### src/rtl/pwm_period_pkg.sv
package pwm_period_pkg;

  // Action applied to the output latch at the next edge.
  typedef enum logic [1:0] {
    LA_HOLD  = 2'd0,
    LA_SET   = 2'd1,
    LA_CLEAR = 2'd2
  } latch_act_e;

  // Next counter value, wrapping at 2^w (w up to 31).
  function automatic logic [31:0] wrap_inc(input logic [31:0] v, input int unsigned w);
    logic [31:0] mask;
    mask = (32'd1 << w) - 32'd1;
    return (v + 32'd1) & mask;
  endfunction

  // Latch decision: a clear request beats a set request.
  function automatic latch_act_e latch_decide(input logic set_req, input logic clr_req);
    if (clr_req)      return LA_CLEAR;
    else if (set_req) return LA_SET;
    else              return LA_HOLD;
  endfunction

endpackage

### src/rtl/pwm_count.sv
module pwm_count #(
  parameter int unsigned W = 8
) (
  input  logic         clk,
  input  logic         rst,
  output logic [W-1:0] cnt,
  output logic [W-1:0] cnt_nxt,
  output logic         last
);
  localparam logic [W-1:0] TOP = {W{1'b1}};

  always_comb begin
    cnt_nxt = W'(pwm_period_pkg::wrap_inc(32'(cnt), W));
    last    = (cnt == TOP);
  end

  always_ff @(posedge clk) begin
    if (rst) cnt <= '0;
    else     cnt <= cnt_nxt;
  end
endmodule

### src/rtl/pwm_shadow.sv
module pwm_shadow #(
  parameter int unsigned W = 8
) (
  input  logic         clk,
  input  logic         rst,
  input  logic         load,
  input  logic [W-1:0] d_in,
  output logic [W-1:0] d_q,
  output logic [W-1:0] d_nxt
);
  always_comb d_nxt = load ? d_in : d_q;

  always_ff @(posedge clk) begin
    if (rst) d_q <= '0;
    else     d_q <= d_nxt;
  end
endmodule

### src/rtl/pwm_latch.sv
module pwm_latch (
  input  logic clk,
  input  logic rst,
  input  logic set_req,
  input  logic clr_req,
  input  logic start_req,
  output logic level,
  output logic strobe
);
  import pwm_period_pkg::*;

  latch_act_e act;

  always_comb act = latch_decide(set_req, clr_req);

  always_ff @(posedge clk) begin
    if (rst) begin
      level  <= 1'b0;
      strobe <= 1'b0;
    end else begin
      strobe <= start_req;
      case (act)
        LA_SET:   level <= 1'b1;
        LA_CLEAR: level <= 1'b0;
        default:  level <= level;
      endcase
    end
  end
endmodule

### src/rtl/pwm_period_gen.sv
module pwm_period_gen #(
  parameter int unsigned W = 8
) (
  input  logic         clk,
  input  logic         rst,
  input  logic [W-1:0] duty_word,
  output logic         pwm_out,
  output logic         period_start
);
  // Named internal events, visible to the bound checker.
  logic [W-1:0] cnt;
  logic [W-1:0] cnt_nxt;
  logic         wrap;
  logic [W-1:0] duty_q;
  logic [W-1:0] duty_nxt;
  logic         hit;

  pwm_count #(.W(W)) count_i (
    .clk     (clk),
    .rst     (rst),
    .cnt     (cnt),
    .cnt_nxt (cnt_nxt),
    .last    (wrap)
  );

  pwm_shadow #(.W(W)) shadow_i (
    .clk   (clk),
    .rst   (rst),
    .load  (wrap),
    .d_in  (duty_word),
    .d_q   (duty_q),
    .d_nxt (duty_nxt)
  );

  // Look-ahead equality: the count and duty in force after this edge.
  always_comb hit = (cnt_nxt == duty_nxt);

  pwm_latch latch_i (
    .clk       (clk),
    .rst       (rst),
    .set_req   (wrap),
    .clr_req   (hit),
    .start_req (wrap),
    .level     (pwm_out),
    .strobe    (period_start)
  );
endmodule

### config.mk
export PLATFORM = sky130hd
export DESIGN_NAME = pwm_period_gen
export DESIGN_NICKNAME = d
export VERILOG_FILES = /design/src/rtl/pwm_period_pkg.sv /design/src/rtl/pwm_count.sv /design/src/rtl/pwm_shadow.sv /design/src/rtl/pwm_latch.sv /design/src/rtl/pwm_period_gen.sv
export SDC_FILE = /design/constraint.sdc
export NUM_CORES = 1
export LEC_CHECK = 0
export BUFFER_PORTS_ARGS = -buffer_cell sky130_fd_sc_hd__clkbuf_2
export CAP_MARGIN = 20
export CORE_MARGIN = 3
export CORE_UTILIZATION = 58
export DETAILED_ROUTE_END_ITERATION = 8
export PLACE_DENSITY = 0.81
export SLEW_MARGIN = 40
export SYNTH_ARGS = -nofsm -noshare
export SYNTH_HDL_FRONTEND = slang
export SYNTH_SLANG_ARGS = --single-unit
### constraint.sdc
create_clock -name clk -period 4.1 [get_ports clk]
set_input_delay 0.205 -clock clk [delete_from_list [all_inputs] [get_ports clk]]
set_output_delay 0.205 -clock clk [all_outputs]
set_load 0.01 [all_outputs]
==> results of run 1 <==
[power breakdown]
group          switching (µW)  total, µW  internal, µW
Combinational            9.20       18.1          8.87
Clock                    54.4        109          54.2
Sequential               3.81        181           177
Total                    67.4        308           240
[final cells by class]
cell class                 count  area, µm²  area share, %
timing repair buffer          11      55.05          5.789
tap                           15      18.77          1.974
multi-input combinational     66      480.5          50.53
clock buffer                   4      36.28          3.816
sequential                    18      360.3          37.89
[cell families (layout without fill, tap and decap cells)]
logic type | after synthesis | in the layout | synth area share, %
adder cells (fa/ha/maj) | 1 | 1 | 1.462
buffers and inverters | 2 | 15 | 1.754
XOR/XNOR | 13 | 13 | 14.18
AND/OR/NAND/NOR | 32 | 32 | 22.22
multiplexers | 8 | 8 | 9.503
AO/OA/AOI/OAI | 12 | 12 | 8.773
flip-flops | 18 | 18 | 42.11
[cells in the mapped netlist (all sizes together) (2+ instances only)]
cell type,instances
dfxtp,18
nand4,2
nand3,6
nor2,15
mux2i,7
xnor2,7
xor2,6
o21ai,4
a21oi,3
nor3,2
nand2,3
[placed cells by master (no fill, tap or decap)]
cell type | synthesis | routed
a21oi_1 | 3 | 3
a31oi_1 | 1 | 1
and3_1 | 1 | 1
clkbuf_2 | 0 | 11
clkbuf_4 | 0 | 3
clkbuf_8 | 0 | 1
dfxtp_1 | 18 | 18
ha_1 | 1 | 1
mux2_2 | 1 | 1
mux2i_1 | 7 | 7
nand2_1 | 3 | 3
nand3_1 | 5 | 5
nand3_4 | 1 | 1
nand4_1 | 1 | 1
nand4_4 | 1 | 1
nor2_1 | 14 | 14
nor2_8 | 1 | 1
nor2b_1 | 1 | 1
nor3_1 | 2 | 2
o2111ai_1 | 1 | 1
o211ai_1 | 1 | 1
o21ai_0 | 4 | 4
o311ai_1 | 1 | 1
o31a_1 | 1 | 1
or2b_1 | 1 | 1
or3_1 | 1 | 1
xnor2_1 | 6 | 6
xnor2_2 | 1 | 1
xor2_1 | 6 | 6
[flip-flops by register name (all words and copies together), names as in the netlist]
signal and cells:
latch_i.strobe 1, latch_i.level 1, count_i.cnt 8, shadow_i.d_q 8
[routing by layer]
layer	global-route usage, %	wire (µm)	vias up
li1	-	-	328
met1	23.37	682	293
met2	31.69	776	22
met3	7.317	96	2
met4	4.819	14	0
met5	0	0	-
[worst min path at each step]
stage / start / endpoint / cells past startpoint
finish: duty_word[6] / shadow_i.d_q[6]$_SDFF_PP0_ / 3
global route: duty_word[6] / shadow_i.d_q[6]$_SDFF_PP0_ / 3
CTS: duty_word[6] / shadow_i.d_q[6]$_SDFF_PP0_ / 3
detailed placement: duty_word[6] / shadow_i.d_q[6]$_SDFF_PP0_ / 3
global placement: duty_word[6] / shadow_i.d_q[6]$_SDFF_PP0_ / 3
floorplan: duty_word[6] / shadow_i.d_q[6]$_SDFF_PP0_ / 2
[critical path, stage by stage, from the launching register on]
cell	delay (ns)
dfxtp_1	0.47
ha_1	0.35
nand3_4	0.17
nor2_8	0.24
mux2i_1	0.37
xnor2_2	0.15
nand4_1	0.10
o31a_1	0.31
[per-stage QoR]
| stage | utilization, % | power (µW) | worst slack [ns] | instances |
|---|---|---|---|---|
| 2_1_floorplan | - | 196.6 | 2.091 | 86 |
| 4_1_cts | 70.44 | 312.6 | 1.844 | 114 |
| 3_3_place_gp | 67.75 | 202.5 | 1.934 | 110 |
| 5_1_grt | 70.44 | 319.7 | 1.677 | 114 |
| 3_5_place_dp | 67.75 | 203.1 | 1.862 | 110 |
| 6_report | 70.44 | 307.8 | 1.855 | 114 |
==> flow_metrics.tcl, run 1 <==
set metrics [dict create \
    core_um2 1350 \
    syn-instance-count 86 \
    path_max_fanout 9 \
    synth.distinct_cells 28 \
    max_cap_violations 0 \
    ant_nets 0 \
    reg2reg_slack_ns 1.85 \
    r2r_end "latch_i.level$_SDFFE_PP0P_" \
    endpoint_kind "register" \
    num_vias 645 \
    grt_first_pass_wirelength_mm 2.760 \
    synth_top_area_share_pct 42.11 \
    postCtsHoldBufs 0 \
    die_height_um 44.41 \
    drc 0 \
    avgSynthCellArea_um2 9.951 \
    io_buffers 11 \
    grtUsageTotal_pct 19.18 \
    rsz0062_at_grt "no" \
    cts_buffers 3 \
    tightest_slew_ns 0.3537 \
    slew_headroom_pct 76.05 \
    finalHoldViolCount 0 \
    regToRegStartpoint "count_i.cnt[0]$_SDFF_PP0_" \
    ys_ff_latch 18 \
    rows 13 \
    synth_top_flop_cell "dfxtp_1" \
    first_iter_violations 12 \
    period_share_pct 54.77 \
    synthTopCellsByArea "dfxtp_1, mux2i_1, nor2_1, xnor2_1, xor2_1" \
    setup_tns_ns 0 \
    cts_resized 0 \
    period_minus_slack_ns 2.245 \
    cts_setup_buffers 0 \
    first_pass_iters 4 \
    start_kind "register" \
    grt_start_max_net_pins 19 \
    synthToLayoutAreaGrowth_pct 11.11 \
    finalSetupViolCount 0 \
    insertion_delay_ns 0.30 \
    arrival_ns 2.44 \
    crit_start "count_i.cnt[0]$_SDFF_PP0_" \
    synth_top_area_cell "dfxtp_1" \
    hold_path.class "input pin to register" \
    initial_core_util_pct 63.39 \
    wire_per_inst_um 13.76 \
    synthArstFlopShare_pct 0 \
    viasPerCell 5.658 \
    nFillCells 115 \
    path_class "register to register" \
    htree_levels 1 \
    synth_edf_count 0 \
    antenna_found_initial 0 \
    vdd_drop_max_mv 0.2690 \
    die_w_um 44.41 \
    layout.nets 111 \
    worstRegToRegCells 7 \
    grt_pass1_vias 636 \
    stdcell_area_um2 950.9 \
    path_clk_slew_ns 0.10 \
    p_per_area_nw_per_um2 323.6 \
    gp_congestion 0.8204 \
    overflow 0 \
    crit_path_end "latch_i.level$_SDFFE_PP0P_" \
    clkSinkCount 18 \
    synth_nets 97 \
    drive_gt1_share_pct 20.20 \
    ys_warn_count 0 \
    fmax_ghz 0.4453 \
    wl_mm 1.569 \
    ys_seq_area_share_pct 42.11 \
    ios 12 \
    die-area_um2 1972 \
    dp_hpwl_mm 1.195 \
    whs_ns 0.1402 \
    clock_skew_ns 0.003355 \
    syn_area_um2 855.8 \
    cts_root_buffer "clkbuf_4" \
    run_status "finished clean" \
    cts_tree "yes" \
    drv_slew 0 \
    place_area_um2 914.6 \
    antenna_cells 0 \
    p_leak_uw 0.0003980 \
    clockBufferDepth 2 \
    critPathRequiredTime_ns 4.30 \
]
(Power assumes the default switching activity.)
==> run 2, diff against run 1 <==
--- a/config.mk
+++ b/config.mk
@@ -8,9 +8,9 @@
 export BUFFER_PORTS_ARGS = -buffer_cell sky130_fd_sc_hd__clkbuf_2
 export CAP_MARGIN = 20
 export CORE_MARGIN = 3
-export CORE_UTILIZATION = 58
+export CORE_UTILIZATION = 54
 export DETAILED_ROUTE_END_ITERATION = 8
-export PLACE_DENSITY = 0.81
+export PLACE_DENSITY = 0.76
 export SLEW_MARGIN = 40
 export SYNTH_ARGS = -nofsm -noshare
 export SYNTH_HDL_FRONTEND = slang
==> constraint.sdc (replaced) <==
create_clock -name clk -period 2.2 [get_ports clk]
set_input_delay 0.11 -clock clk [delete_from_list [all_inputs] [get_ports clk]]
set_output_delay 0.11 -clock clk [all_outputs]
set_load 0.01 [all_outputs]
==> flow_metrics.tcl, run 2 (synthesized netlist as in run 1, its figures left out) <==
set metrics [dict create \
    vdd_drop_max_mv 0.4370 \
    path_max_fanout 9 \
    clock_skew_ns 0.001053 \
    fmax_ghz 0.4924 \
    cts_root_buffer "clkbuf_4" \
    grtUsageTotal_pct 16.60 \
    rows 13 \
    endpoint_kind "register" \
    p_per_area_nw_per_um2 594.4 \
    finalSetupViolCount 0 \
    ios 12 \
    hold_path.class "input pin to register" \
    first_pass_iters 4 \
    dp_hpwl_mm 1.131 \
    critPathRequiredTime_ns 2.39 \
    arrival_ns 2.22 \
    drc 0 \
    run_status "finished clean" \
    grt_first_pass_wirelength_mm 2.546 \
    finalHoldViolCount 0 \
    mostFrequentLayoutCells "dfxtp_1, nor2_1, clkbuf_2" \
    grt_start_max_net_pins 19 \
    grt_pass1_vias 615 \
    rsz0062_at_grt "no" \
    path_clk_slew_ns 0.10 \
    slew_headroom_pct 78.24 \
    cts_tree "yes" \
    mostFrequentLayoutCell "dfxtp_1" \
    postCtsHoldBufs 0 \
    grt-busiest-layer "met2" \
    synthToLayoutAreaGrowth_pct 13.30 \
    num_vias 627 \
    antenna_cells 0 \
    drv_slew 0 \
    wire_per_inst_um 12.66 \
    drive_gt1_share_pct 22.77 \
    reg_top3 "count_i.cnt (8), shadow_i.d_q (8)" \
    die_w_um 45.81 \
    layout.nets 113 \
    grt.met1_usage_pct 20.57 \
    cts_setup_buffers 0 \
    start_kind "register" \
    initial_core_util_pct 61.18 \
    io_buffers 11 \
    register_area_um2 360.3 \
    clockBufferDepth 2 \
    max_cap_violations 0 \
    die-area_um2 2099 \
    whs_ns 0.04561 \
    grt_use_met3_pct 2.372 \
    htree_levels 1 \
    path_class "register to register" \
    period_minus_slack_ns 2.031 \
    core_um2 1399 \
    cts_buffers 3 \
    cts_resized 0 \
    period_share_pct 92.31 \
    tightest_slew_ns 0.3173 \
    multi_input_area_um2 484.2 \
    gp_congestion 0.7811 \
    setup_tns_ns 0 \
    insertion_delay_ns 0.29 \
    nFillCells 105 \
    overflow 0 \
    antenna_found_initial 0 \
    viasPerCell 5.405 \
    use_met2_pct 28.41 \
    clkSinkCount 18 \
    wl_mm 1.469 \
    first_iter_violations 3 \
    die_height_um 45.81 \
    p_leak_uw 0.0004093 \
    ant_nets 0 \
]
-- run 2: cell count changes in the layout (fill, tap and decap cells not counted) --
cell     before  now
buf_4         0    2
mux2i_2       0    1
mux2i_1       7    6
-- run 2: final timing paths --
check | from | to | slack [ns] | depth (start not counted)
worst max-delay path | count_i.cnt[1]$_SDFF_PP0_ | latch_i.level$_SDFFE_PP0P_ | 0.17 | 7
worst min-delay path | duty_word[6] | shadow_i.d_q[6]$_SDFF_PP0_ | 0.05 | 3
worst max register to register | count_i.cnt[1]$_SDFF_PP0_ | latch_i.level$_SDFFE_PP0P_ | 0.17 | 7
worst min register to register | shadow_i.d_q[3]$_SDFF_PP0_ | shadow_i.d_q[3]$_SDFF_PP0_ | 0.53 | 2
-- run 2: power by group --
part           leakage [µW]  switching [µW]  internal, µW
Sequential         0.000146            5.02           330
Clock             0.0000210             102           101
Combinational      0.000243            19.0          18.9
-- run 2: worst max-delay path, cell delays in order, from the launching register on --
cell and delay, ns:
dfxtp_1 0.39, ha_1 0.25, nand3_4 0.15, nor2_8 0.25, mux2i_1 0.36, xnor2_2 0.14
nand4_1 0.10, o31a_1 0.30
-- run 2: layer usage --
metal	part of all wire, %	vias up
met5	0	-
met1	46	280
met2	48	11
met3	4.3	4
met4	1.2	0
li1	-	332
-- run 2: cell type report --
class	instances	share of cell area, %
Clock buffer	4	3.742
Multi-Input combinational cell	66	49.94
Sequential cell	18	37.16
Tap cell	15	1.935
Timing Repair Buffer	13	7.226
-- run 2: stage by stage --
stage	setup WS (ns)	instances	area [µm²]	total power (µW)	utilization, %
3_3_place_gp	0.2845	112	929.6	380.1	66.46
2_1_floorplan	0.1905	86	855.8	366.3	-
5_1_grt	0.02440	116	969.7	596.1	69.32
3_5_place_dp	0.1984	112	929.6	380.8	66.46
4_1_cts	0.1519	116	965.9	578.2	69.05
6_report	0.1691	116	969.7	576.4	69.32
